$ cat config.mk
export PLATFORM = sky130hd
export DESIGN_NAME = cyc_dma
export DESIGN_NICKNAME = d
export VERILOG_FILES = /design/src/rtl/cyc_dma_pkg.sv /design/src/rtl/cyc_dma_chan.sv /design/src/rtl/cyc_dma_arb.sv /design/src/rtl/cyc_dma_eng.sv /design/src/rtl/cyc_dma.sv
export SDC_FILE = /design/constraint.sdc
export NUM_CORES = 1
export LEC_CHECK = 0
export BUFFER_PORTS_ARGS = -buffer_cell sky130_fd_sc_hd__clkbuf_2
export CAP_MARGIN = 30
export CELL_PAD_IN_SITES_DETAIL_PLACEMENT = 2
export CELL_PAD_IN_SITES_GLOBAL_PLACEMENT = 2
export CORE_MARGIN = 3
export CORE_UTILIZATION = 41
export DETAILED_ROUTE_END_ITERATION = 8
export PLACE_DENSITY_LB_ADDON = 0.1
export SLEW_MARGIN = 20
export SYNTH_ARGS = -nofsm -noshare
export SYNTH_HDL_FRONTEND = slang
export SYNTH_SLANG_ARGS = --single-unit
export TNS_END_PERCENT = 20
$ cat constraint.sdc
create_clock -name clk -period 5.7 [get_ports clk]
set_clock_uncertainty 0.05 [all_clocks]
set_input_delay 0.57 -clock clk [delete_from_list [all_inputs] [get_ports clk]]
set_output_delay 0.57 -clock clk [all_outputs]
set_load 0.02 [all_outputs]
$ cat src/rtl/cyc_dma_pkg.sv
package cyc_dma_pkg;
    typedef enum logic [1:0] {ENG_IDLE, ENG_REQ, ENG_RD, ENG_WR} eng_state_t;

    localparam logic [2:0] REG_SRC = 3'd0;
    localparam logic [2:0] REG_DST = 3'd1;
    localparam logic [2:0] REG_CNT = 3'd2;
    localparam logic [2:0] REG_CTL = 3'd3;
    localparam logic [2:0] REG_SEL = 3'd4;

    localparam int CTL_EN   = 0;
    localparam int CTL_WORD = 1;
    localparam int CTL_SINC = 2;
    localparam int CTL_DINC = 3;
    localparam int CTL_RPT  = 4;
    localparam int SEL_REQ  = 7;
endpackage

$ cat src/rtl/cyc_dma_chan.sv
module cyc_dma_chan
    import cyc_dma_pkg::*;
#(
    parameter int AW   = 20,
    parameter int CW   = 16,
    parameter int NIRQ = 8,
    localparam int SW  = (NIRQ > 1) ? $clog2(NIRQ) : 1
) (
    input  logic            clk,
    input  logic            rst_n,
    input  logic            wr_en,
    input  logic [2:0]      wr_sel,
    input  logic [AW-1:0]   wr_data,
    input  logic [NIRQ-1:0] irq_rise,
    input  logic            take,
    input  logic            fin,
    output logic            pend,
    output logic            en,
    output logic            word,
    output logic [AW-1:0]   src_addr,
    output logic [AW-1:0]   dst_addr,
    output logic            done
);
    typedef struct packed {
        logic [AW-1:0] src_base;
        logic [AW-1:0] dst_base;
        logic [AW-1:0] src;
        logic [AW-1:0] dst;
        logic [CW-1:0] reload;
        logic [CW-1:0] cnt;
        logic          en;
        logic          word;
        logic          sinc;
        logic          dinc;
        logic          rpt;
        logic [SW-1:0] srcsel;
        logic          pend;
        logic          done;
    } chan_t;

    chan_t q, d;
    logic  req;
    logic [AW-1:0] step;

    always_comb begin
        d      = q;
        d.done = 1'b0;
        req    = (wr_en && wr_sel == REG_SEL && wr_data[SEL_REQ]) || irq_rise[q.srcsel];
        step   = q.word ? AW'(2) : AW'(1);

        if (take) d.pend = 1'b0;

        if (fin) begin
            if (q.sinc) d.src = q.src + step;
            if (q.dinc) d.dst = q.dst + step;
            if (q.cnt == CW'(1)) begin
                d.done = 1'b1;
                if (q.rpt) begin
                    d.cnt = q.reload;
                    d.src = q.src_base;
                    d.dst = q.dst_base;
                end else begin
                    d.en = 1'b0;
                end
            end else begin
                d.cnt = q.cnt - CW'(1);
            end
        end

        if (req && q.en) d.pend = 1'b1;

        if (wr_en) begin
            case (wr_sel)
                REG_SRC: begin d.src_base = wr_data; d.src = wr_data; end
                REG_DST: begin d.dst_base = wr_data; d.dst = wr_data; end
                REG_CNT: begin d.reload = wr_data[CW-1:0]; d.cnt = wr_data[CW-1:0]; end
                REG_CTL: begin
                    d.en   = wr_data[CTL_EN];
                    d.word = wr_data[CTL_WORD];
                    d.sinc = wr_data[CTL_SINC];
                    d.dinc = wr_data[CTL_DINC];
                    d.rpt  = wr_data[CTL_RPT];
                end
                REG_SEL: d.srcsel = wr_data[SW-1:0];
                default: ;
            endcase
        end

        if (!d.en) d.pend = 1'b0;
    end

    always_ff @(posedge clk or negedge rst_n) begin
        if (!rst_n) q <= '0;
        else        q <= d;
    end

    assign pend     = q.pend;
    assign en       = q.en;
    assign word     = q.word;
    assign src_addr = q.src;
    assign dst_addr = q.dst;
    assign done     = q.done;
endmodule

$ cat src/rtl/cyc_dma_arb.sv
module cyc_dma_arb #(
    parameter int NCH  = 2,
    localparam int CHW = (NCH > 1) ? $clog2(NCH) : 1
) (
    input  logic [NCH-1:0] pend,
    output logic           any,
    output logic [CHW-1:0] pick
);
    always_comb begin
        any  = |pend;
        pick = '0;
        for (int i = NCH - 1; i >= 0; i--) begin
            if (pend[i]) pick = CHW'(i);
        end
    end
endmodule

$ cat src/rtl/cyc_dma_eng.sv
module cyc_dma_eng
    import cyc_dma_pkg::*;
#(
    parameter int NCH  = 2,
    parameter int AW   = 20,
    parameter int DW   = 16,
    localparam int CHW = (NCH > 1) ? $clog2(NCH) : 1
) (
    input  logic           clk,
    input  logic           rst_n,
    input  logic           any,
    input  logic [CHW-1:0] pick,
    input  logic [AW-1:0]  cur_src,
    input  logic [AW-1:0]  cur_dst,
    input  logic           cur_word,
    input  logic           bus_gnt,
    input  logic [DW-1:0]  m_rdata,
    output logic [CHW-1:0] serve_ch,
    output logic           take,
    output logic           fin,
    output logic           bus_req,
    output logic           m_rd,
    output logic           m_wr,
    output logic           m_word,
    output logic [AW-1:0]  m_addr,
    output logic [DW-1:0]  m_wdata
);
    typedef struct packed {
        eng_state_t     st;
        logic [CHW-1:0] ch;
        logic [DW-1:0]  data;
    } eng_t;

    eng_t q, d;

    always_comb begin
        d       = q;
        take    = 1'b0;
        fin     = 1'b0;
        bus_req = 1'b0;
        m_rd    = 1'b0;
        m_wr    = 1'b0;
        m_addr  = '0;
        case (q.st)
            ENG_IDLE: begin
                if (any) begin
                    take = 1'b1;
                    d.ch = pick;
                    d.st = ENG_REQ;
                end
            end
            ENG_REQ: begin
                bus_req = 1'b1;
                if (bus_gnt) d.st = ENG_RD;
            end
            ENG_RD: begin
                bus_req = 1'b1;
                m_rd    = 1'b1;
                m_addr  = cur_src;
                d.data  = cur_word ? m_rdata : DW'(m_rdata[7:0]);
                d.st    = ENG_WR;
            end
            ENG_WR: begin
                bus_req = 1'b1;
                m_wr    = 1'b1;
                m_addr  = cur_dst;
                fin     = 1'b1;
                d.st    = ENG_IDLE;
            end
            default: d.st = ENG_IDLE;
        endcase
    end

    always_ff @(posedge clk or negedge rst_n) begin
        if (!rst_n) q <= '{st: ENG_IDLE, ch: '0, data: '0};
        else        q <= d;
    end

    assign serve_ch = q.ch;
    assign m_word   = cur_word;
    assign m_wdata  = q.data;
endmodule

$ cat src/rtl/cyc_dma.sv
module cyc_dma
    import cyc_dma_pkg::*;
#(
    parameter int AW   = 20,
    parameter int CW   = 16,
    parameter int DW   = 16,
    parameter int NIRQ = 8
) (
    input  logic            clk,
    input  logic            rst_n,
    input  logic            cfg_we,
    input  logic            cfg_ch,
    input  logic [2:0]      cfg_reg,
    input  logic [AW-1:0]   cfg_wdata,
    input  logic [NIRQ-1:0] irq_in,
    output logic            bus_req,
    input  logic            bus_gnt,
    output logic            m_rd,
    output logic            m_wr,
    output logic            m_word,
    output logic [AW-1:0]   m_addr,
    output logic [DW-1:0]   m_wdata,
    input  logic [DW-1:0]   m_rdata,
    output logic [1:0]      ch_en,
    output logic [1:0]      done
);
    localparam int NCH = 2;
    localparam int CHW = 1;

    logic [NIRQ-1:0] irq_q, irq_d, irq_rise;
    logic [NCH-1:0]  pend, take_v, fin_v, word_v;
    logic [AW-1:0]   src_a [NCH];
    logic [AW-1:0]   dst_a [NCH];
    logic            any, take, fin;
    logic [CHW-1:0]  pick, serve_ch;

    always_comb begin
        irq_d    = irq_in;
        irq_rise = irq_in & ~irq_q;
    end

    always_ff @(posedge clk or negedge rst_n) begin
        if (!rst_n) irq_q <= '0;
        else        irq_q <= irq_d;
    end

    for (genvar i = 0; i < NCH; i++) begin : g_ch
        assign take_v[i] = take && (pick == CHW'(i));
        assign fin_v[i]  = fin && (serve_ch == CHW'(i));

        cyc_dma_chan #(.AW(AW), .CW(CW), .NIRQ(NIRQ)) u_ch (
            .clk      (clk),
            .rst_n    (rst_n),
            .wr_en    (cfg_we && (cfg_ch == CHW'(i))),
            .wr_sel   (cfg_reg),
            .wr_data  (cfg_wdata),
            .irq_rise (irq_rise),
            .take     (take_v[i]),
            .fin      (fin_v[i]),
            .pend     (pend[i]),
            .en       (ch_en[i]),
            .word     (word_v[i]),
            .src_addr (src_a[i]),
            .dst_addr (dst_a[i]),
            .done     (done[i])
        );
    end

    cyc_dma_arb #(.NCH(NCH)) u_arb (
        .pend (pend),
        .any  (any),
        .pick (pick)
    );

    cyc_dma_eng #(.NCH(NCH), .AW(AW), .DW(DW)) u_eng (
        .clk      (clk),
        .rst_n    (rst_n),
        .any      (any),
        .pick     (pick),
        .cur_src  (src_a[serve_ch]),
        .cur_dst  (dst_a[serve_ch]),
        .cur_word (word_v[serve_ch]),
        .bus_gnt  (bus_gnt),
        .m_rdata  (m_rdata),
        .serve_ch (serve_ch),
        .take     (take),
        .fin      (fin),
        .bus_req  (bus_req),
        .m_rd     (m_rd),
        .m_wr     (m_wr),
        .m_word   (m_word),
        .m_addr   (m_addr),
        .m_wdata  (m_wdata)
    );
endmodule

==> results of run 1 <==
worst min path at each step:
stage	slack (ps)	endpoint	from
global placement	400	g_ch[0].u_ch.q[102]	g_ch[0].u_ch.q[102]
global route	60	g_ch[1].u_ch.dst_addr[15]	rst_n
floorplan	220	g_ch[0].u_ch.done	rst_n
detailed placement	410	g_ch[1].u_ch.q[85]	g_ch[1].u_ch.q[85]
CTS	50	g_ch[1].u_ch.dst_addr[15]	rst_n
finish	-20	g_ch[1].u_ch.dst_addr[15]	rst_n
where the power goes:
group	internal (W)	switching (W)	leakage [nW]
registers	0.00238	0.000598	3.35
clock network	0.00149	0.000894	0.604
logic	0.000891	0.00151	3.84
total	0.00476	0.00300	7.79
worst max-delay path: stages (launching register included):
cell and delay (ps):
dfrtp_2 640, and2_2 490, a222oi_1 750, inv_1 110, clkbuf_2 190
area by class of cell:
class | count | area, µm² | share of cell area (%)
Multi-Input combinational cell | 1331 | 7940 | 45.2
Inverter | 58 | 218 | 1.24
Tap cell | 504 | 631 | 3.59
Timing Repair Buffer | 125 | 758 | 4.32
Clock buffer | 54 | 1090 | 6.21
Clock inverter | 7 | 135 | 0.770
Sequential cell | 271 | 6780 | 38.6
metal layers:
metal  share of wire [%]  track usage [%]  up-vias  wire (µm)
met3                 4.4             3.41       91       2680
met4                 2.9             10.1        0       1790
met2                  49             50.2      392      29500
met5                   0                0        -          0
met1                  44             39.5     7741      26600
li1                    -                -     6528          -
sequential cells by signal (all words and copies together), names as in the netlist:
register / flops
g_ch.u_ch.q: 156
g_ch.u_ch.done: 2
irq_q: 8
g_ch.u_ch.en: 2
u_eng.serve_ch: 1
u_eng.q: 2
g_ch.u_ch.word: 2
g_ch.u_ch.src_addr: 40
g_ch.u_ch.dst_addr: 40
u_eng.m_wdata: 16
g_ch.u_ch.pend: 2
cell families after synthesis:
logic type      count (synthesis)  share of synthesized area, %
simple gates                  820                          25.3
flops                         271                          43.5
mux                            63                          4.53
xor+xnor                        7                         0.393
fa+ha+maj                      20                          1.80
compound gates                421                          18.6
buf+inv                       211                          5.96
cells in the final DEF (no fill, tap or decap), drive strengths merged, types with 41 or more instances in the layout:
cell type / synthesis / routed
a21oi: 62 / 62
o21ai: 111 / 111
nand2: 423 / 423
nor3: 46 / 46
nor2: 107 / 107
dfrtp: 271 / 271
nand3: 50 / 50
mux2: 41 / 41
clkbuf: 96 / 150
inv: 58 / 58
stage by stage:
step	instances	hold slack (ps)	setup slack, ps	cell area, µm²
after CTS	2345	51.9	2030	17500
final	2350	-21.5	2350	17600
after floorplan	1813	224	2980	15600
after global routing	2350	63.1	2250	17600
after detailed placement	2284	411	2310	16200
after global placement	2284	400	2470	16200
==> summary.txt, run 1 <==
Worst setup path
  • Crit. End Element: primary output
  • R2R depth: 9
  • Setup crit end: m_addr[5]
  • Required @ worst endpoint: between 5000 and 6000 ps
  • CP Max Fanout: 28
  • CP Launch Point: u_eng.serve_ch
  • WS Path Type: reg2out
  • CP startpoint kind: flip-flop
  • CP arrival: 2730 ps
  • Reg2Reg Setup Slack: 2470 ps
  • R2r endpoint: g_ch[1].u_ch.dst_addr[16]
  • Reg2reg start: g_ch[1].u_ch.word

Logic synthesis
  • Yosys cell types: 89
  • Dominant synthesized flop cell: dfrtp_1
  • YS warnings: 0
  • Sequential share of the synthesized area: 43.5%
  • Synth top area cells: dfrtp_1, nand2_1, o21ai_0
  • Top-count cell post-synth: nand2_1
  • #FFs+latches synth: between 200 and 300
  • Cells after synthesis: 1,813
  • Post-synth top area cell: dfrtp_1
  • Post-synth ARST share: 100%
  • Synthesized cell area: 15,600 µm²
  • Post-synth top cells: nand2_1, dfrtp_1, nor2_1, clkbuf_1, o21ai_0
  • Post-synth EDFFs: 0
  • Top cell type's share of synthesized area: a little over two fifths
  • Synthesized area per cell: 8.61 µm²
  • Synthesized Nets: 1,885

Drt
  • Drt via density: 6.28
  • Routed Wire Length: 60,600 µm
  • DRC: 0
  • Drt first pass iters: 6
  • Routed Antenna Nets: 0
  • Average routed wire per standard cell: 25.8 µm
  • Via count: between 10k and 15k
  • DR iter-0 viols: 992

Die
  • Starting Density: 42.1%
  • # rows: 70
  • Die ar.: 40,400 µm²
  • I/O pins: 96
  • Die width: 201 µm
  • Die height: 201 µm
  • Core area: approximately 37,000 µm²

Outcome
  • Failing checks: negative hold slack
  • Status: finished with violations

Timing
  • Least-Margin Pin Slew: 980 ps
  • Period utilization: 58.8%
  • Rel. slew slack: between 30% and 40%
  • Tmin final: 3350 ps
  • Fmax: 0.299 GHz
  • Setup TNS: 0 ps
  • Hold WS: -21.5 ps
  • Final setup fails: 0
  • Final Hold Viols: 4
  • RSZ-0062 raised after global routing: false
  • Pins Over Slew Limit: 0

CTS
  • Cts hold-fix bufs: 0
  • H-tree Lvls: 2
  • Worst-Skew Late Latency: approximately 550 ps
  • Total CTS buffers: 35
  • CTS root buf: clkbuf_16
  • CTS tree: yes
  • CTS max path bufs: 3
  • CTS resizes: 0
  • Post-CTS repair timing setup buffer count: 0
  • CTS clk-pin slew, worst paths: 50 ps
  • TritonCTS Sinks: 271

Global route
  • Total global-route track usage: 29.6%
  • Vias in the first global route: 16.0k
  • Initial antenna violation count: 0
  • Remaining Overflow, GRT: 0
  • Largest net degree at the start of global routing: 106
  • First-pass GRT wire length: 95,400 µm

Cells and area
  • Fillers: between 4k and 5k
  • Util after Layout: 47.4%
  • P&R area growth vs syn: 12.5%
  • Layout Nets: around 1.9k
  • Antenna diode instance count: 0
  • Share of layout cells above drive strength 1: 14.8%

Place
  • Final GP Congestion: 0.847
  • HPWL after DPL: 40,100 µm
  • IO buf count: 95

Power and ir drop
  • Pwr/cell area: between 400 and 500 nW/µm²
  • Total Power: a little under 0.008 W
  • VDD IR max: between 0.0002 and 0.00025 V
  • Pleak: 7.79 nW

Flow run
  • Max-Cap Viols: 0

Hold path
  • Worst hold-check path type: in2async
Note: power is estimated with default switching activity, not from simulation.
==> run 2, diff against run 1 <==
--- a/config.mk
+++ b/config.mk
@@ -10,7 +10,7 @@
 export CELL_PAD_IN_SITES_DETAIL_PLACEMENT = 2
 export CELL_PAD_IN_SITES_GLOBAL_PLACEMENT = 2
 export CORE_MARGIN = 3
-export CORE_UTILIZATION = 41
+export CORE_UTILIZATION = 34
 export DETAILED_ROUTE_END_ITERATION = 8
 export PLACE_DENSITY_LB_ADDON = 0.1
 export SLEW_MARGIN = 20
==> constraint.sdc (replaced) <==
create_clock -name clk -period 2.9 [get_ports clk]
set_clock_uncertainty 0.05 [all_clocks]
set_input_delay 0.29 -clock clk [delete_from_list [all_inputs] [get_ports clk]]
set_output_delay 0.29 -clock clk [all_outputs]
set_load 0.02 [all_outputs]
==> run 2 against run 1 <==
Effect of this change:
- the flow now finishes without violations
- combinational power increased by 120%
- count of clock-buffer cells in the layout increased by 3
- via count increased by 0.77%
- sequential share of layout area decreased by 2.0 points
- first-iteration DRC count decreased by 8.1%
- critical path type unchanged
- critical endpoint is now m_addr[6]
- largest cell class unchanged
==> summary.txt, run 2 (synthesized netlist as in run 1, its figures left out) <==
Outcome
  • Status: finished, final reports clean (was finished with violations)

Worst setup path
  • CP delay by family, top: buffers and inverters (was compound AO/OA/AOI/OAI gates)
  • Levels on crit path: 6 (was 4)
  • Crit. End Element: primary output (unchanged)
  • Crit path top cell by count: buf_6
  • CP startpoint kind: flip-flop (unchanged)
  • CP max-delay cell: a222oi_1 (unchanged)
  • Buffers and inverters on the worst path: 4 (was 2)
  • CP peak stage delay: 490 ps (was 750 ps)
  • CP arrival: 2490 ps (was 2730 ps)
  • Required @ worst endpoint: 2560 ps (was 5080 ps)
  • WS Path Type: reg2out (unchanged)
  • CP Max Fanout: 16 (was 28)
  • R2R depth: 10 (was 9)
  • CP Cell Sequence: buf_6, buf_6, mux2_2, a222oi_1, inv_1, clkbuf_2 (was and2_2, a222oi_1, inv_1, clkbuf_2)

Global route
  • Remaining Overflow, GRT: 0 (unchanged)
  • Initial antenna violation count: 1 (was 0)
  • Total global-route track usage: 26.7% (was 29.6%)
  • Met1 Use GR: 34.9% (was 39.5%)
  • GR Util met2: 45.0% (was 50.2%)
  • Vias in the first global route: 16.2k (was 16.0k)
  • Gr busiest metal: met2 (unchanged)
  • First-pass GRT wire length: 99,100 µm (was 95,400 µm)
  • Grt met3 use: 4.05% (was 3.41%)
  • Largest net degree at the start of global routing: 84 (was 106)

Cells and area
  • Commonest non-fill, non-tap cells in the layout: nand2_1, dfrtp_1, nor2_1 (unchanged)
  • P&R area growth vs syn: 18.5% (was 12.5%)
  • Fillers: 4,989 (was 4,053)
  • Share of layout cells above drive strength 1: 17.9% (was 14.8%)
  • Layout Nets: 1,992 (was 1,894)
  • Commonest non-fill, non-tap cell in the layout: nand2_1 (unchanged)
  • Max FFs per register: 156 (unchanged)
  • Util after Layout: 41.3% (was 47.4%)
  • Biggest register: g_ch.u_ch.q (unchanged)

Timing
  • Least-Margin Pin Slew: 890 ps (was 980 ps)
  • Rel. slew slack: 40.7% (was 34.1%)
  • Fmax: 0.353 GHz
  • Final setup fails: 0 (unchanged)
  • Period utilization: 97.6%
  • Tmin final: 2830 ps
  • Hold WS: 63.7 ps (was -21.5 ps)
  • RSZ-0062 raised after global routing: true (was false)
  • Final Hold Viols: 0 (was 4)
  • Setup TNS: 0 ps (unchanged)
  • Pins Over Slew Limit: 0 (unchanged)

Drt
  • Routed Wire Length: 64,100 µm (was 60,600 µm)
  • Drt first pass iters: 8 (was 6)
  • DR iter-0 viols: 912 (was 992)
  • Drt via density: 5.86 (was 6.28)
  • DRC: 0 (unchanged)
  • Via count: 14.9k (was 14.8k)
  • Average routed wire per standard cell: 25.3 µm (was 25.8 µm)
  • Routed Antenna Nets: 0 (unchanged)

CTS
  • TritonCTS Sinks: 271 (unchanged)
  • CTS tree: yes (unchanged)
  • CTS clk-pin slew, worst paths: 60 ps (was 50 ps)
  • Worst-Skew Late Latency: 540 ps (was 550 ps)
  • CTS max path bufs: 3 (unchanged)
  • H-tree Lvls: 2 (unchanged)
  • CTS root buf: clkbuf_16 (unchanged)
  • Total CTS buffers: 37 (was 35)

Die
  • # rows: 77 (was 70)
  • I/O pins: 96 (unchanged)
  • Die width: 220 µm (was 201 µm)
  • Core area: 44,800 µm² (was 37,000 µm²)
  • Starting Density: 34.8% (was 42.1%)
  • Die height: 220 µm (was 201 µm)
  • Die ar.: 48,500 µm² (was 40,400 µm²)

Power and ir drop
  • Total Power: 0.0155 W (was 0.00776 W)
  • Pleak: 8.26 nW (was 7.79 nW)
  • Pwr/cell area: 836 nW/µm² (was 442 nW/µm²)
  • VDD IR max: 0.000425 V (was 0.000210 V)

Flow run
  • Max-Cap Viols: 0 (unchanged)

Place
  • Final GP Congestion: 0.816 (was 0.847)
  • IO buf count: 95 (unchanged)
  • HPWL after DPL: 44,000 µm (was 40,100 µm)

Hold path
  • Worst hold-check path type: in2reg (was in2async)
  • Hold depth: 3
[run 2: cell types whose count changed in the layout (fill, tap and decap cells not counted), moves of 2 or more]
cell and change:
buf_4 +67, nor4_2 +3, clkbuf_2 -2, dlygate4sd3_1 +25, clkbuf_1 +3, nor4_1 -2, buf_6 +2, buf_12 +6
bufinv_16 -2
[run 2: repair_timing]
item | 4_1_cts | 5_1_grt
pin swaps | 1 | 2
endpoints found under the hold margin | 99 | 0
gates cloned | 0 | 0
hold buffers | 25 | 0
setup endpoints to repair | 5 | 20
buffers inserted | 1 | 6
gates resized for setup | 3 | 5
[run 2: power by group]
part	switching [W]	leakage, nW	internal, W
Clock	0.00181	0.588	0.00278
Combinational	0.00317	4.32	0.00199
Sequential	0.00103	3.35	0.00468
[run 2: metrics by stage]
stage | setup slack [ps] | area (µm²) | cells
floorplan | 180 | 15600 | 1813
detailed placement | 63.2 | 17000 | 2441
global route | -66.6 | 18500 | 2537
global placement | 92.0 | 17000 | 2441
CTS | 29.7 | 18400 | 2531
finish | 70.3 | 18500 | 2538
[run 2: final cells by class]
| cell class | instances | area, µm² | share of cell area [%] |
|---|---|---|---|
| well taps | 592 | 741 | 4.01 |
| clock buffers | 57 | 1100 | 5.96 |
| flip-flops and latches | 271 | 6780 | 36.7 |
| repair buffers | 221 | 1600 | 8.66 |
| inverters | 58 | 218 | 1.18 |
| diodes | 1 | 2.50 | 0.0135 |
| multi-input cells | 1331 | 7950 | 43.0 |
| clock inverters | 7 | 88.8 | 0.481 |
[run 2: routing by layer]
metal | part of all wire [%] | wire [µm]
met1 | 45 | 28700
met2 | 48 | 30600
met3 | 4.6 | 2950
met4 | 2.8 | 1820
met5 | 0.017 | 11
[run 2: worst paths after layout]
check                                       start                        to  slack (ps)
worst max-delay path               u_eng.serve_ch                 m_addr[6]          70
worst min-delay path                cfg_wdata[19]       g_ch[0].u_ch.q[101]          60
worst max register to register  g_ch[1].u_ch.word  g_ch[1].u_ch.src_addr[8]         140
worst min register to register  g_ch[0].u_ch.pend            u_eng.serve_ch         410
max in group asynchronous                   rst_n        g_ch[1].u_ch.q[90]        1620
min in group asynchronous                   rst_n        g_ch[1].u_ch.q[99]         330
[run 2: worst reg2reg max path, delay by kind of cell (launching register included)]
| kind | cells | cell delay (ps) |
|---|---|---|
| buffers and inverters | 3 | 300 |
| DFF | 1 | 380 |
| muxes | 1 | 80 |
| and+or+nand+nor | 3 | 960 |
| AOI/OAI and AO/OA | 1 | 220 |
| adders and majority gates | 2 | 650 |
==> run 3, diff against run 2 <==
--- a/config.mk
+++ b/config.mk
@@ -12,7 +12,7 @@
 export CORE_MARGIN = 3
 export CORE_UTILIZATION = 34
 export DETAILED_ROUTE_END_ITERATION = 8
-export PLACE_DENSITY_LB_ADDON = 0.1
+export PLACE_DENSITY = 0.83
 export SLEW_MARGIN = 20
 export SYNTH_ARGS = -nofsm -noshare
 export SYNTH_HDL_FRONTEND = slang
==> constraint.sdc (replaced) <==
create_clock -name clk -period 2.9 [get_ports clk]
set_clock_uncertainty 0.05 [all_clocks]
set_input_delay 0.87 -clock clk [delete_from_list [all_inputs] [get_ports clk]]
set_output_delay 0.87 -clock clk [all_outputs]
set_load 0.02 [all_outputs]
==> run 3 against run 2 <==
Effect of this change:
- the flow now finishes with violations (negative setup slack)
- cell count decreased by 0.43%
- sequential share of layout area decreased by 0.35 points
- cell area increased by 1.0%
- critical endpoint is now m_addr[7]
- highest routed layer is now met4
- first-iteration DRC count increased by 72%
==> summary.txt, run 3 (synthesized netlist as in run 1, its figures left out) <==
Worst setup path
  • CP startpoint kind: flip-flop (unchanged)
  • CP max-delay cell: a222oi_1 (unchanged)
  • R2r endpoint: g_ch[1].u_ch.src_addr[8] (unchanged)
  • Reg2Reg Setup Slack: 80 ps (was 140 ps)
  • CP peak stage delay: 480 ps (was 490 ps)
  • CP Cell Sequence: buf_6, and2_4, buf_6, a222oi_1, inv_1, clkbuf_2 (was buf_6, buf_6, mux2_2, a222oi_1, inv_1, clkbuf_2)
  • R2R depth: 10 (unchanged)
  • Crit path top cell by count: buf_6 (unchanged)
  • Reg2reg start: g_ch[1].u_ch.word (unchanged)
  • CP Max Fanout: 6 (was 16)
  • Required @ worst endpoint: 1980 ps (was 2560 ps)
  • CP arrival: 2360 ps (was 2490 ps)
  • WS Path Type: reg2out (unchanged)
  • Crit. End Element: primary output (unchanged)

Die
  • Starting Density: 34.8% (unchanged)
  • I/O pins: 96 (unchanged)
  • # rows: 77 (unchanged)
  • Die ar.: 48,500 µm² (unchanged)
  • Die width: 220 µm (unchanged)
  • Core area: 44,800 µm² (unchanged)
  • Die height: 220 µm (unchanged)

Power and ir drop
  • Pleak: 8.33 nW (was 8.26 nW)
  • VDD IR max: 0.000611 V (was 0.000425 V)
  • Clock Power Share: 30.1% (was 29.7%)
  • Part of the power in registers: 34.8% (was 36.9%)
  • Total Power: 0.0168 W (was 0.0155 W)
  • Switching portion of total power: 40.4% (was 38.9%)
  • Cell Int Power: 0.00999 W (was 0.00945 W)
  • Pwr/cell area: 898 nW/µm² (was 836 nW/µm²)
  • Sw Pwr: 0.00678 W (was 0.00601 W)
  • Combinational power share: 35.0% (was 33.4%)

Cells and area
  • Fillers: 4,853 (was 4,989)
  • Sequential cell area: 6780 µm² (about the same)
  • Non-filler cells, final: 2,527 (was 2,538)
  • Commonest non-fill, non-tap cell in the layout: nand2_1 (unchanged)
  • Commonest non-fill, non-tap cells in the layout: nand2_1, dfrtp_1, nor2_1 (unchanged)
  • Max FFs per register: 156 (unchanged)
  • Biggest register: g_ch.u_ch.q (unchanged)
  • P&R area growth vs syn: 19.6% (was 18.5%)
  • Antenna diode instance count: 0 (was 1)
  • Area of the multi-input gates: 8000 µm² (was 7950 µm²)
  • Share of layout cells above drive strength 1: 19.4% (was 17.9%)
  • Layout Nets: 1,980 (was 1,992)

Hold path
  • Worst hold-check path type: in2async (was in2reg)

Drt
  • Met2 wire length: 33,900 µm (was 30,600 µm)
  • DRT met1 WL: 30,100 µm (was 28,700 µm)
  • Routed Wire Length: 72,300 µm (was 64,100 µm)
  • DRC: 0 (unchanged)
  • Average routed wire per standard cell: 28.6 µm (was 25.3 µm)
  • Via count: 15.8k (was 14.9k)
  • Top Metal Used: met4 (was met5)
  • Drt first pass iters: 8 (unchanged)
  • Drt via density: 6.27 (was 5.86)
  • DR iter-0 viols: 1,572 (was 912)
  • Met3 wire length: 4690 µm (was 2950 µm)
  • Routed Antenna Nets: 0 (unchanged)

Global route
  • Total global-route track usage: 29.1% (was 26.7%)
  • Largest net degree at the start of global routing: 67 (was 84)
  • Vias in the first global route: 17.4k (was 16.2k)
  • Remaining Overflow, GRT: 0 (unchanged)
  • First-pass GRT wire length: 108,000 µm (was 99,100 µm)
  • Initial antenna violation count: 1 (unchanged)

Timing
  • Rel. slew slack: 38.1% (was 40.7%)
  • Final setup margin: -383 ps (was 70.3 ps)
  • Setup TNS: -6130 ps (was 0 ps)
  • Tmin final: 3280 ps (was 2830 ps)
  • Final Hold Viols: 0 (unchanged)
  • Fmax: 0.305 GHz (was 0.353 GHz)
  • RSZ-0062 raised after global routing: true (unchanged)
  • Final setup fails: 20 (was 0)
  • Pins Over Slew Limit: 0 (unchanged)
  • Least-Margin Pin Slew: 928 ps (was 890 ps)
  • Period utilization: 113% (was 97.6%)

CTS
  • H-tree Lvls: 2 (unchanged)
  • TritonCTS Sinks: 271 (unchanged)
  • CTS root buf: clkbuf_16 (unchanged)
  • CTS max path bufs: 3 (unchanged)
  • CTS clk-pin slew, worst paths: 70 ps (was 60 ps)
  • Total CTS buffers: 36 (was 37)
  • CTS tree: yes (unchanged)
  • Worst-Skew Late Latency: 600 ps (was 540 ps)

Place
  • Placed cell count: 2,447 (was 2,441)
  • HPWL after DPL: 45,900 µm (was 44,000 µm)
  • Final GP Congestion: 0.854 (was 0.816)
  • DP Worst Slack: 25.0 ps (was 63.2 ps)
  • IO buf count: 95 (unchanged)

Flow run
  • Max-Cap Viols: 0 (unchanged)

Outcome
  • Failing checks: negative setup slack
  • Status: finished with violations (was finished, final reports clean)
==> run 3: changes by cell type in the layout (fill, tap and decap cells not counted), sizes merged <==
cell / change
diode: -1
dlygate4sd3: -25
buf: +29
inv: +1
bufinv: +3
clkinv: +2
clkinvlp: +1
clkbuf: -21
==> run 3: stage by stage <==
stage / area (µm²) / hold slack, ps / util (%)
after floorplan: 15600 / 378 / -
after global placement: 17100 / 400 / 38.1
after detailed placement: 17100 / 408 / 38.1
after CTS: 18600 / 186 / 41.4
after global routing: 18700 / 213 / 41.7
final: 18700 / 196 / 41.7
==> run 3: power by group through the flow <==
| stage | registers [W] | logic [W] | clock network, W |
|---|---|---|---|
| global placement | 0.00569 | 0.00481 | 0 |
| finish | 0.00584 | 0.00588 | 0.00505 |
| detailed placement | 0.00578 | 0.00515 | 0 |
| global route | 0.00594 | 0.00627 | 0.00526 |
| CTS | 0.00578 | 0.00554 | 0.00510 |
| floorplan | 0.00533 | 0.00344 | 0 |
==> run 3: layout make-up <==
class,instances,share of cell area [%]
inverters,58,1.17
repair buffers,210,8.69
flip-flops and latches,271,36.3
clock inverters,14,1.24
clock buffers,51,5.78
multi-input cells,1331,42.8
well taps,592,3.97
==> run 3: what timing repair did <==
| item | in CTS | in global routing |
|---|---|---|
| endpoints found under the setup margin | 24 | 29 |
| setup buffers | 10 | 5 |
| resized for setup | 15 | 47 |
| pin swaps | 14 | 16 |
| hold buffers | 0 | 0 |
| gates cloned | 1 | 1 |
==> run 3: how the worst max path moves through the flow <==
| stage | start | endpoint | slack (ps) |
|---|---|---|---|
| after floorplan | u_eng.q[17] | m_addr[17] | 20 |
| after global placement | g_ch[1].u_ch.word | g_ch[1].u_ch.dst_addr[16] | 160 |
| after detailed placement | g_ch[0].u_ch.word | g_ch[0].u_ch.src_addr[18] | 30 |
| after CTS | u_eng.q[18] | m_addr[6] | -340 |
| after global routing | u_eng.serve_ch | m_addr[7] | -440 |
| final | u_eng.serve_ch | m_addr[7] | -380 |
==> run 3: worst max-delay path: cells and delay by family, from the launching register on <==
| family | cells | cell delay [ps] |
|---|---|---|
| buffers and inverters | 4 | 600 |
| AO/OA/AOI/OAI | 1 | 480 |
| flip-flops | 1 | 470 |
| AND/OR/NAND/NOR | 1 | 210 |
==> run 3: per-layer routing <==
layer,track usage (%),up-vias
met2,47.0,669
li1,-,6695
met1,37.8,8286
met5,0,-
met3,5.59,198
met4,14.0,0
